**config.mk**
```make
export PLATFORM = sky130hd
export DESIGN_NAME = phy_ctl_reg
export DESIGN_NICKNAME = d
export VERILOG_FILES = /design/src/rtl/phy_ctl_pkg.sv /design/src/rtl/phy_ctl_regs.sv /design/src/rtl/phy_ctl_mode.sv /design/src/rtl/phy_ctl_wake.sv /design/src/rtl/phy_ctl_reg.sv
export SDC_FILE = /design/constraint.sdc
export NUM_CORES = 1
export LEC_CHECK = 0
export ABC_AREA = 1
export CORE_UTILIZATION = 45
export DETAILED_ROUTE_END_ITERATION = 10
export PLACE_DENSITY_LB_ADDON = 0.2
export SLEW_MARGIN = 20
export SYNTH_ARGS = -nofsm -noshare
export SYNTH_HDL_FRONTEND = slang
export SYNTH_SLANG_ARGS = --single-unit
export TNS_END_PERCENT = 30
```
**constraint.sdc**
```tcl
create_clock -name clk -period 1.7 [get_ports clk]
set_clock_uncertainty 0.1 [all_clocks]
set_input_delay 0.17 -clock clk [delete_from_list [all_inputs] [get_ports clk]]
set_output_delay 0.17 -clock clk [all_outputs]
set_load 0.02 [all_outputs]
```
**src/rtl/phy_ctl_pkg.sv**
```systemverilog
package phy_ctl_pkg;

    localparam int REG_W   = 16;
    localparam int SPD_W   = 2;

    localparam int P_SRST  = 15;
    localparam int P_LOOP  = 14;
    localparam int P_SLSB  = 13;
    localparam int P_ANEN  = 12;
    localparam int P_PWDN  = 11;
    localparam int P_ISO   = 10;
    localparam int P_ANRS  = 9;
    localparam int P_DUP   = 8;
    localparam int P_COL   = 7;
    localparam int P_SMSB  = 6;
    localparam int RESV_W  = 6;

    localparam logic [SPD_W-1:0] SPD_RESV = 2'b11;

    typedef enum logic [1:0] {
        ST_IDLE  = 2'd0,
        ST_PWRDN = 2'd1,
        ST_WAKE  = 2'd2
    } wake_state_t;

    typedef struct packed {
        logic loopback;
        logic spd_lsb;
        logic an_en;
        logic pwrdn;
        logic isolate;
        logic full_dup;
        logic col_test;
        logic spd_msb;
    } ctl_fields_t;

endpackage

```
**src/rtl/phy_ctl_regs.sv**
```systemverilog
module phy_ctl_regs
    import phy_ctl_pkg::*;
(
    input  logic                    clk,
    input  logic                    rst_n,
    input  logic [SPD_W-1:0]        strap_speed,
    input  logic                    strap_an_en,
    input  logic                    wr_en,
    input  logic [REG_W-1:RESV_W]   wr_hi,
    input  logic                    busy,
    output ctl_fields_t             fld,
    output logic                    pd_nxt,
    output logic                    srst_q,
    output logic                    anrs_q
);

    logic        accept;
    ctl_fields_t fld_nxt;

    assign accept = wr_en && !busy;

    always_comb begin
        fld_nxt = fld;
        if (accept) begin
            fld_nxt.loopback = wr_hi[P_LOOP];
            fld_nxt.spd_lsb  = wr_hi[P_SLSB];
            fld_nxt.an_en    = wr_hi[P_ANEN];
            fld_nxt.pwrdn    = wr_hi[P_PWDN];
            fld_nxt.isolate  = wr_hi[P_ISO];
            fld_nxt.full_dup = wr_hi[P_DUP];
            fld_nxt.col_test = wr_hi[P_COL];
            fld_nxt.spd_msb  = wr_hi[P_SMSB];
        end
    end

    assign pd_nxt = fld_nxt.pwrdn;

    always_ff @(posedge clk) begin
        if (!rst_n) begin
            fld.loopback <= 1'b0;
            fld.spd_lsb  <= strap_speed[0];
            fld.an_en    <= strap_an_en;
            fld.pwrdn    <= 1'b0;
            fld.isolate  <= 1'b0;
            fld.full_dup <= 1'b1;
            fld.col_test <= 1'b0;
            fld.spd_msb  <= strap_speed[1];
            srst_q       <= 1'b0;
            anrs_q       <= 1'b0;
        end else begin
            fld    <= fld_nxt;
            srst_q <= accept && wr_hi[P_SRST] && !srst_q;
            anrs_q <= accept && wr_hi[P_ANRS] && !anrs_q;
        end
    end

    AST_SRST_ONE_CYCLE: assert property (@(posedge clk) disable iff (!rst_n)
        srst_q |=> !srst_q);
    AST_ANRS_ONE_CYCLE: assert property (@(posedge clk) disable iff (!rst_n)
        anrs_q |=> !anrs_q);
    AST_BUSY_HOLDS_FIELDS: assert property (@(posedge clk) disable iff (!rst_n)
        busy |=> $stable(fld));

endmodule

```
**src/rtl/phy_ctl_mode.sv**
```systemverilog
module phy_ctl_mode
    import phy_ctl_pkg::*;
(
    input  logic              clk,
    input  logic              rst_n,
    input  logic              an_en,
    input  logic [SPD_W-1:0]  man_speed,
    input  logic              man_dup,
    input  logic [SPD_W-1:0]  an_speed,
    input  logic              an_dup,
    output logic [SPD_W-1:0]  eff_speed,
    output logic              eff_dup
);

    always_ff @(posedge clk) begin
        if (!rst_n) begin
            eff_speed <= '0;
            eff_dup   <= 1'b1;
        end else if (an_en) begin
            eff_speed <= an_speed;
            eff_dup   <= an_dup;
        end else begin
            if (man_speed != SPD_RESV)
                eff_speed <= man_speed;
            eff_dup <= man_dup;
        end
    end

    AST_RESV_HOLDS_SPEED: assert property (@(posedge clk) disable iff (!rst_n)
        (!an_en && man_speed == SPD_RESV) |=> $stable(eff_speed));
    AST_AN_DRIVES_SPEED: assert property (@(posedge clk) disable iff (!rst_n)
        an_en |=> (eff_speed == $past(an_speed) && eff_dup == $past(an_dup)));
    AST_NEVER_RESV_MANUAL: assert property (@(posedge clk) disable iff (!rst_n)
        (!an_en && man_speed != SPD_RESV) |=> eff_speed != SPD_RESV);

endmodule

```
**src/rtl/phy_ctl_wake.sv**
```systemverilog
module phy_ctl_wake
    import phy_ctl_pkg::*;
#(
    parameter int LOCK_CYC = 1000
) (
    input  logic        clk,
    input  logic        rst_n,
    input  logic        pd_q,
    input  logic        pd_nxt,
    output logic        busy
);

    localparam int CW = $clog2(LOCK_CYC + 1);
    localparam logic [CW-1:0] LAST = CW'(LOCK_CYC - 1);

    wake_state_t state, state_nxt;
    logic [CW-1:0] cnt;
    logic          cnt_done;

    assign cnt_done = (cnt == LAST);

    always_comb begin
        state_nxt = state;
        unique case (state)
            ST_IDLE:  if (pd_nxt)   state_nxt = ST_PWRDN;
            ST_PWRDN: if (!pd_nxt)  state_nxt = ST_WAKE;
            ST_WAKE:  if (cnt_done) state_nxt = ST_IDLE;
            default:                state_nxt = ST_IDLE;
        endcase
    end

    always_ff @(posedge clk) begin
        if (!rst_n) begin
            state <= ST_IDLE;
            cnt   <= '0;
        end else begin
            state <= state_nxt;
            cnt   <= (state == ST_WAKE && !cnt_done) ? cnt + 1'b1 : '0;
        end
    end

    always_comb begin
        busy = 1'b0;
        unique case (state)
            ST_IDLE:  busy = 1'b0;
            ST_PWRDN: busy = 1'b0;
            ST_WAKE:  busy = 1'b1;
            default:  busy = 1'b0;
        endcase
    end

    AST_PWRDN_TRACKS_FIELD: assert property (@(posedge clk) disable iff (!rst_n)
        (state == ST_PWRDN) == pd_q);
    AST_COUNT_IN_RANGE: assert property (@(posedge clk) disable iff (!rst_n)
        cnt <= LAST);

endmodule

```
**src/rtl/phy_ctl_reg.sv**
```systemverilog
module phy_ctl_reg
    import phy_ctl_pkg::*;
#(
    parameter int CLK_KHZ = 125000,
    parameter int LOCK_MS = 1
) (
    input  logic        clk,
    input  logic        rst_n,
    input  logic [1:0]  strap_speed,
    input  logic        strap_an_en,
    input  logic        wr_en,
    input  logic [15:0] wr_data,
    input  logic [1:0]  an_speed,
    input  logic        an_full_dup,
    output logic [15:0] rd_data,
    output logic        soft_rst_pulse,
    output logic        an_restart_pulse,
    output logic        loopback,
    output logic        isolate,
    output logic        power_down,
    output logic        col_test,
    output logic [1:0]  eff_speed,
    output logic        eff_full_dup,
    output logic        busy,
    output logic        core_rst
);

    localparam int LOCK_CYC = CLK_KHZ * LOCK_MS;

    ctl_fields_t fld;
    logic        pd_nxt;
    logic        srst_q, anrs_q;
    logic [REG_W-1:0] image;
    logic        unused_wr_low;

    assign unused_wr_low = ^wr_data[RESV_W-1:0];

    phy_ctl_regs u_regs (
        .clk         (clk),
        .rst_n       (rst_n),
        .strap_speed (strap_speed),
        .strap_an_en (strap_an_en),
        .wr_en       (wr_en),
        .wr_hi       (wr_data[REG_W-1:RESV_W]),
        .busy        (busy),
        .fld         (fld),
        .pd_nxt      (pd_nxt),
        .srst_q      (srst_q),
        .anrs_q      (anrs_q)
    );

    phy_ctl_wake #(.LOCK_CYC(LOCK_CYC)) u_wake (
        .clk    (clk),
        .rst_n  (rst_n),
        .pd_q   (fld.pwrdn),
        .pd_nxt (pd_nxt),
        .busy   (busy)
    );

    phy_ctl_mode u_mode (
        .clk       (clk),
        .rst_n     (rst_n),
        .an_en     (fld.an_en),
        .man_speed ({fld.spd_msb, fld.spd_lsb}),
        .man_dup   (fld.full_dup),
        .an_speed  (an_speed),
        .an_dup    (an_full_dup),
        .eff_speed (eff_speed),
        .eff_dup   (eff_full_dup)
    );

    always_comb begin
        image         = '0;
        image[P_SRST] = srst_q;
        image[P_LOOP] = fld.loopback;
        image[P_SLSB] = fld.spd_lsb;
        image[P_ANEN] = fld.an_en;
        image[P_PWDN] = fld.pwrdn;
        image[P_ISO]  = fld.isolate;
        image[P_ANRS] = anrs_q;
        image[P_DUP]  = fld.full_dup;
        image[P_COL]  = fld.col_test;
        image[P_SMSB] = fld.spd_msb;
    end

    assign rd_data          = busy ? '0 : image;
    assign soft_rst_pulse   = srst_q;
    assign an_restart_pulse = anrs_q;
    assign loopback         = fld.loopback;
    assign isolate          = fld.isolate;
    assign power_down       = fld.pwrdn;
    assign col_test         = fld.col_test;
    assign core_rst         = srst_q | busy;

    AST_RELEASE_STARTS_LOCK: assert property (@(posedge clk) disable iff (!rst_n)
        $fell(power_down) |-> busy);
    AST_RESV_BITS_ZERO: assert property (@(posedge clk) disable iff (!rst_n)
        rd_data[RESV_W-1:0] == '0);
    AST_BUSY_READS_ZERO: assert property (@(posedge clk) disable iff (!rst_n)
        busy |-> rd_data == '0);
    AST_NO_PULSE_WHILE_BUSY: assert property (@(posedge clk) disable iff (!rst_n)
        ($past(busy) && busy) |-> !soft_rst_pulse);

endmodule

```
==> flow_results.xml, run 1 <==
<?xml version="1.0" encoding="UTF-8"?>
<metrics>
  <group name="routing">
    <metric name="detail_route.iter0.violations" unit="">67</metric>
    <metric name="route.final.wire_length" unit="um">3340</metric>
    <metric name="viasPerCell" unit="">4.60</metric>
    <metric name="routed-via-count" unit="">1500</metric>
    <metric name="drcViolationCount" unit="">0</metric>
    <metric name="wire_per_inst" unit="um">10.2</metric>
    <metric name="drt_first_pass_iters" unit="">6</metric>
    <metric name="post_route_antenna_net_violation_count" unit="">0</metric>
  </group>
  <group name="timing">
    <metric name="timing.final.max_slew_violations" unit="">0</metric>
    <metric name="period_needed" unit="ns">1.59</metric>
    <metric name="rsz0062_at_grt" unit="">false</metric>
    <metric name="hold_viol" unit="">0</metric>
    <metric name="post-route-period-util" unit="">0.936</metric>
    <metric name="report.final.setup_viol" unit="">0</metric>
    <metric name="fin_tns_setup" unit="ns">0</metric>
    <metric name="fmax" unit="MHz">629</metric>
  </group>
  <group name="setup_path">
    <metric name="worstPathBufferInverterCount" unit="">4</metric>
    <metric name="path_cells" unit="">inv_1, nand2_4, clkinvlp_4, buf_4, nor2_1, buf_2</metric>
    <metric name="setup.reg_to_reg.worst_slack" unit="ns">0.18</metric>
    <metric name="ff2ff_path_depth" unit="">5</metric>
    <metric name="slowest_stage" unit="">dfxtp_1</metric>
    <metric name="cp_max_fo" unit="">3</metric>
    <metric name="required" unit="ns">1.43</metric>
    <metric name="critical_path.reg2reg.endpoint" unit="">u_regs.fld[0]</metric>
    <metric name="worstPathArrival" unit="ns">1.32</metric>
    <metric name="critical_path_class" unit="">reg -&gt; out</metric>
    <metric name="worst_r2r_src" unit="">u_wake.state[1]</metric>
    <metric name="start_kind" unit="">flop</metric>
    <metric name="worstSetupEndpointType" unit="">primary output</metric>
    <metric name="slowest_delay" unit="ns">0.32</metric>
    <metric name="worst_path_dominant_cell_family" unit="">buffers and inverters</metric>
  </group>
  <group name="hold_path">
    <metric name="worstHoldStart" unit="">wr_data[8]</metric>
    <metric name="worstHoldPathCells" unit="">3</metric>
    <metric name="timing.hold.worst.class" unit="">in -&gt; reg</metric>
    <metric name="whs_endpoint" unit="">u_regs.fld[2]</metric>
  </group>
  <group name="power">
    <metric name="ir_drop" unit="V">0.000510</metric>
    <metric name="pwr_density_cell" unit="nW/um^2">745</metric>
    <metric name="p_leak" unit="nW">0.861</metric>
  </group>
  <group name="clock_network">
    <metric name="clock_buffer_count_from_cts" unit="">5</metric>
    <metric name="ctsRootBufferMaster" unit="">clkbuf_4</metric>
    <metric name="clk_path_buf_depth" unit="">2</metric>
    <metric name="cts.htree.levels" unit="">2</metric>
    <metric name="cts_hold_repair.buffers" unit="">0</metric>
    <metric name="clkTransAtPathRegs" unit="ns">0.11</metric>
    <metric name="clock-sinks" unit="">32</metric>
    <metric name="cts_tree" unit="">built</metric>
    <metric name="worstSkewPairLatency" unit="ns">0.34</metric>
  </group>
  <group name="finish">
    <metric name="finalInstanceArea" unit="um^2">2050</metric>
    <metric name="insertedDiodeCount" unit="">0</metric>
    <metric name="stdcell_count" unit="">326</metric>
    <metric name="fin_nets" unit="">305</metric>
    <metric name="area_delta_synth_final" unit="%">29.9</metric>
    <metric name="drive_above_1_share" unit="">0.129</metric>
    <metric name="final.fill_count" unit="">347</metric>
    <metric name="utilization" unit="">0.610</metric>
  </group>
  <group name="die">
    <metric name="dieHeight" unit="um">61.3</metric>
    <metric name="die_width" unit="um">61.3</metric>
    <metric name="initial_core_util" unit="">0.470</metric>
    <metric name="placementRows" unit="">21</metric>
    <metric name="core" unit="um^2">3360</metric>
    <metric name="floorplan.io_pins" unit="">52</metric>
    <metric name="design.die.area" unit="um^2">3750</metric>
  </group>
  <group name="flow_run">
    <metric name="drv_cap" unit="">0</metric>
  </group>
  <group name="yosys">
    <metric name="yosysTopAreaCell" unit="">dfxtp_1</metric>
    <metric name="post_synthesis_cell_type_count" unit="">25</metric>
    <metric name="yosysSeqAreaShare" unit="">0.424</metric>
    <metric name="postSynthRegisterBits" unit="">32</metric>
    <metric name="yosysWarningCount" unit="">0</metric>
    <metric name="synthesized_instance_count" unit="">230</metric>
    <metric name="synthDominantCellAreaShare" unit="">0.367</metric>
    <metric name="synthTopCellsByArea" unit="">dfxtp_1 (37%), nand2_1 (12%), inv_1 (8.6%)</metric>
    <metric name="synth.avg_cell_area" unit="um^2">6.87</metric>
    <metric name="syn_area" unit="um^2">1580</metric>
  </group>
  <group name="place">
    <metric name="detailed_place.area" unit="um^2">2000</metric>
    <metric name="gp_congestion" unit="">0.824</metric>
    <metric name="post-place-cells" unit="">314</metric>
    <metric name="detailed_place_hpwl" unit="um">2370</metric>
    <metric name="place.port_buffers" unit="">39</metric>
  </group>
  <group name="grt">
    <metric name="first_global_vias" unit="">1263</metric>
    <metric name="grt_start_max_net_pins" unit="">18</metric>
    <metric name="grt_pass1_wl" unit="um">5310</metric>
    <metric name="globalRouteOverflowTotal" unit="">0</metric>
    <metric name="total_global_route_track_usage" unit="">0.198</metric>
    <metric name="number_of_antenna_violations_at_the_first_check_in_global_routing" unit="">0</metric>
  </group>
  <group name="run_status">
    <metric name="run_status" unit="">complete, no violations</metric>
  </group>
</metrics>
-- tightest hold or removal path: stages --
cell and delay, ns:
clkdlybuf4s50_1 0.40, inv_1 0.05, o21ai_0 0.06
-- final cells by class --
| cell class | count | area [um^2] | area share |
|---|---|---|---|
| timing repair inverter | 1 | 7.51 | 0.00366 |
| inverter | 37 | 143 | 0.0695 |
| clock buffer | 6 | 41.3 | 0.0201 |
| sequential | 32 | 671 | 0.327 |
| tap | 46 | 57.6 | 0.0280 |
| multi-input combinational | 156 | 724 | 0.353 |
| clock inverter | 2 | 12.5 | 0.00609 |
| timing repair buffer | 46 | 397 | 0.193 |
-- metal layers --
metal  GRT usage  vias up  wire [um]
met4      0.0682        0         34
met1       0.248      673       1600
li1            -      800          -
met3      0.0630        4        101
met5           0        -          0
met2       0.323       23       1610
-- Yosys cell counts (all sizes together) --
master / number
a21oi: 14
buf: 8
clkbuf: 2
conb: 1
dfxtp: 29
edfxtp: 3
ha: 1
inv: 37
nand2: 52
nand3: 15
nand3b: 1
nand4: 5
nor2: 40
nor3: 2
o21ai: 14
or2: 1
xnor2: 3
xor2: 2
-- state kept, by name (all words and copies together), names as in the netlist --
register,count
u_wake.state,2
u_regs.anrs_q,1
u_mode.eff_speed,2
u_regs.srst_q,1
u_mode.eff_dup,1
u_wake.cnt,17
u_regs.fld,8
-- cells in the final DEF (no fill, tap or decap), drive strengths merged --
cell | synthesis | layout
nand2 | 52 | 52
inv | 37 | 36
nor2 | 40 | 40
nand4 | 5 | 5
nor3 | 2 | 2
xnor2 | 3 | 3
ha | 1 | 1
or2 | 1 | 1
buf | 8 | 15
xor2 | 2 | 2
conb | 1 | 6
nand3 | 15 | 15
nand3b | 1 | 1
clkbuf | 2 | 9
clkdlybuf4s50 | 0 | 27
clkinvlp | 0 | 3
edfxtp | 3 | 3
a21oi | 14 | 14
dfxtp | 29 | 29
clkinv | 0 | 1
dlygate4sd2 | 0 | 1
o21ai | 14 | 14
-- stage by stage --
step | total power, mW | worst slack, ns | hold slack, ns
4_1_cts | 1.55 | 0.000718 | 0.259
5_1_grt | 1.62 | 0.0119 | 0.271
3_3_place_gp | 1.12 | 0.0751 | 0.337
6_report | 1.53 | 0.109 | 0.274
2_1_floorplan | 0.983 | 0.340 | 0.196
3_5_place_dp | 1.12 | 0.0571 | 0.345
-- worst max-delay path by stage --
stage,start,endpoint,cells after the start
after floorplan,u_wake.state[1],rd_data[10],4
after global placement,u_wake.state[1],busy,3
after detailed placement,u_wake.state[1],busy,3
after CTS,u_wake.state[0],rd_data[12],5
after global routing,u_wake.state[0],rd_data[9],6
final,u_wake.state[0],rd_data[7],6
-- cells by family after synthesis --
kind of cell / count (synthesis) / share of synthesized area
AND/OR/NAND/NOR: 116 / 0.315
buffers and inverters: 47 / 0.134
flip-flops: 32 / 0.424
AO/OA/AOI/OAI: 28 / 0.0887
XOR/XNOR: 5 / 0.0277
adder cells (fa/ha/maj): 1 / 0.00792
other: 1 / 0.00237
-- timing repair --
item | in CTS | in global routing
setup endpoints to repair | 12 | 12
cloned | 1 | 0
buffers inserted | 3 | 0
gates resized for setup | 39 | 11
-- where the power goes --
part           leakage (nW)  internal, mW  switching (mW)  total (mW)
Sequential            0.268         0.794          0.0161       0.810
Clock                0.0282         0.159           0.274       0.434
Combinational         0.564         0.128           0.158       0.286
Total                 0.861          1.08           0.449        1.53
(Power assumes the default switching activity.)
==> inputs of run 2 (changes only) <==
CAP_MARGIN = 20   (was unset)
==> results of run 2 <==
Final layout, timing and power as in run 1 (identical DEF).
==> inputs of run 3 (changes only) <==
CORE_UTILIZATION = 41   (was 45)
clock period = 1.38 ns   (was 1.7 ns; I/O delays follow)
==> run 3 against run 2 <==
- final area is 8.1% higher
- largest cell class unchanged
- combinational power increased by 25%
- non-clock buffer count is 10 higher
- critical path type unchanged
==> flow_results.xml, run 3 (same netlist as run 1, synthesis figures left out) <==
<?xml version="1.0" encoding="UTF-8"?>
<metrics>
  <group name="setup_path">
    <metric name="worstPathBufferInverterCount" unit="">3</metric>
    <metric name="cp_max_fo" unit="">3</metric>
    <metric name="worstSetupEndpointType" unit="">primary output</metric>
    <metric name="setup.reg_to_reg.worst_slack" unit="ns">0.09</metric>
    <metric name="start_kind" unit="">flop</metric>
    <metric name="required" unit="ns">1.14</metric>
    <metric name="worstPathArrival" unit="ns">1.08</metric>
    <metric name="path_cells" unit="">inv_1, nand2_2, buf_4, nand2_1, buf_2</metric>
    <metric name="worst_path_dominant_cell_family" unit="">buffers and inverters</metric>
    <metric name="slowest_stage" unit="">dfxtp_1</metric>
    <metric name="slowest_delay" unit="ns">0.30</metric>
    <metric name="critical_path_class" unit="">reg -&gt; out</metric>
  </group>
  <group name="timing">
    <metric name="timing.final.max_slew_violations" unit="">0</metric>
    <metric name="fmax" unit="MHz">757</metric>
    <metric name="post-route-period-util" unit="">0.957</metric>
    <metric name="hold_viol" unit="">0</metric>
    <metric name="period_needed" unit="ns">1.32</metric>
    <metric name="report.final.setup_viol" unit="">0</metric>
    <metric name="fin_tns_setup" unit="ns">0</metric>
  </group>
  <group name="clock_network">
    <metric name="cts.htree.levels" unit="">2</metric>
    <metric name="clock-sinks" unit="">32</metric>
    <metric name="clock_buffer_count_from_cts" unit="">5</metric>
    <metric name="buffers_inserted_during_post_cts_setup_optimization" unit="">0</metric>
    <metric name="worstSkewPairLatency" unit="ns">0.28</metric>
    <metric name="ctsRootBufferMaster" unit="">clkbuf_8</metric>
    <metric name="clk_path_buf_depth" unit="">2</metric>
    <metric name="clkTransAtPathRegs" unit="ns">0.06</metric>
    <metric name="cts_tree" unit="">built</metric>
    <metric name="cts_hold_repair.buffers" unit="">0</metric>
  </group>
  <group name="grt">
    <metric name="globalRouteOverflowTotal" unit="">0</metric>
    <metric name="grt_pass1_wl" unit="um">5710</metric>
    <metric name="total_global_route_track_usage" unit="">0.181</metric>
    <metric name="first_global_vias" unit="">1402</metric>
    <metric name="number_of_antenna_violations_at_the_first_check_in_global_routing" unit="">0</metric>
    <metric name="grt_start_max_net_pins" unit="">18</metric>
  </group>
  <group name="power">
    <metric name="pwr_density_cell" unit="nW/um^2">965</metric>
    <metric name="p_total" unit="mW">2.14</metric>
    <metric name="ir_drop" unit="V">0.000581</metric>
    <metric name="p_leak" unit="nW">0.974</metric>
  </group>
  <group name="finish">
    <metric name="fin_nets" unit="">316</metric>
    <metric name="largest_register_ffs" unit="">17</metric>
    <metric name="reg.largest.list" unit="">u_wake.cnt (17), u_regs.fld (8)</metric>
    <metric name="stdcell_count" unit="">339</metric>
    <metric name="area_delta_synth_final" unit="%">40.5</metric>
    <metric name="multi_input_comb_area" unit="um^2">781</metric>
    <metric name="most_common_cell_after_layout_fill_and_taps_aside" unit="">nand2_1</metric>
    <metric name="footprint_of_the_flip_flops_and_latches" unit="um^2">673</metric>
    <metric name="max_flop_register" unit="">u_wake.cnt</metric>
    <metric name="final.fill_count" unit="">359</metric>
    <metric name="utilization" unit="">0.602</metric>
    <metric name="layout.cells.most_common_list" unit="">nand2_1 (47), inv_1 (35), nor2_1 (34)</metric>
    <metric name="insertedDiodeCount" unit="">0</metric>
    <metric name="drive_above_1_share" unit="">0.196</metric>
  </group>
  <group name="die">
    <metric name="design.die.area" unit="um^2">4110</metric>
    <metric name="initial_core_util" unit="">0.428</metric>
    <metric name="dieHeight" unit="um">64.1</metric>
    <metric name="core" unit="um^2">3690</metric>
    <metric name="placementRows" unit="">22</metric>
    <metric name="floorplan.io_pins" unit="">52</metric>
    <metric name="die_width" unit="um">64.1</metric>
  </group>
  <group name="run_status">
    <metric name="run_status" unit="">complete, no violations</metric>
  </group>
  <group name="routing">
    <metric name="wire_per_inst" unit="um">10.4</metric>
    <metric name="post_route_antenna_net_violation_count" unit="">0</metric>
    <metric name="viasPerCell" unit="">4.54</metric>
    <metric name="routed-via-count" unit="">1540</metric>
    <metric name="detail_route.iter0.violations" unit="">34</metric>
    <metric name="drt_first_pass_iters" unit="">4</metric>
    <metric name="drcViolationCount" unit="">0</metric>
    <metric name="route.final.wire_length" unit="um">3520</metric>
  </group>
  <group name="place">
    <metric name="detailed_place_hpwl" unit="um">2450</metric>
    <metric name="post-place-cells" unit="">329</metric>
    <metric name="place.port_buffers" unit="">39</metric>
    <metric name="gp_congestion" unit="">0.799</metric>
  </group>
  <group name="flow_run">
    <metric name="drv_cap" unit="">0</metric>
  </group>
  <group name="hold_path">
    <metric name="timing.hold.worst.class" unit="">in -&gt; reg</metric>
  </group>
</metrics>
## run 3: changes by cell type in the layout (fill, tap and decap cells not counted), sizes merged
cell	before	now
buf	15	29
clkdlybuf4s50	27	18
dlygate4sd2	1	9
clkinvlp	3	0
nand2	52	54
clkbuf	9	8
clkinv	1	0
inv	36	37
## run 3: tightest hold or removal path: cells and delay by family
kind / cells / cell delay [ns]
buffers and inverters: 1 / 0.40
AND/OR/NAND/NOR: 2 / 0.12
## run 3: per-layer routing
layer  vias to the layer above  wire (um)  share of wire  global-route usage
met5                         -          0              0                   0
met4                         0         97          0.028              0.0767
met2                        50       1590           0.45               0.311
li1                        824          -              -                   -
met3                        11        254          0.072              0.0696
met1                       655       1580           0.45               0.197
## run 3: per-stage QoR
step                      setup slack, ns  hold slack [ns]  area, um^2
after floorplan                    0.0352            0.164        1600
after global placement             -0.181            0.355        2120
after detailed placement           -0.213            0.360        2120
after CTS                        -0.00268            0.304        2160
after global routing             -0.00982            0.337        2220
final                              0.0591            0.309        2220
## run 3: area by class of cell
class,instances,area share
Tap cell,48,0.0271
Sequential cell,32,0.303
Clock buffer,8,0.0451
Inverter,37,0.0637
Timing Repair Buffer,56,0.209
Multi-Input combinational cell,158,0.352
## run 3: power by group
group | internal (mW) | switching (mW)
Sequential | 0.979 | 0.0179
Combinational | 0.157 | 0.201
Clock | 0.455 | 0.332
Total | 1.59 | 0.550
## run 3: worst paths after layout
| check | start | endpoint | depth (start not counted) |
|---|---|---|---|
| worst min-delay path | wr_data[9] | u_regs.anrs_q | 3 |
| worst min register to register | u_regs.fld[1] | u_regs.fld[1] | 2 |
| worst max-delay path | u_wake.state[0] | core_rst | 5 |
| worst max register to register | u_wake.cnt[1] | u_wake.cnt[12] | 6 |
## run 3: timing repair
item / in CTS / in global routing
gates resized for setup: 61 / 16
setup endpoints to repair: 39 / 36
hold endpoints to repair: 0 / 0
gates cloned: 0 / 2
pin swaps: 0 / 3
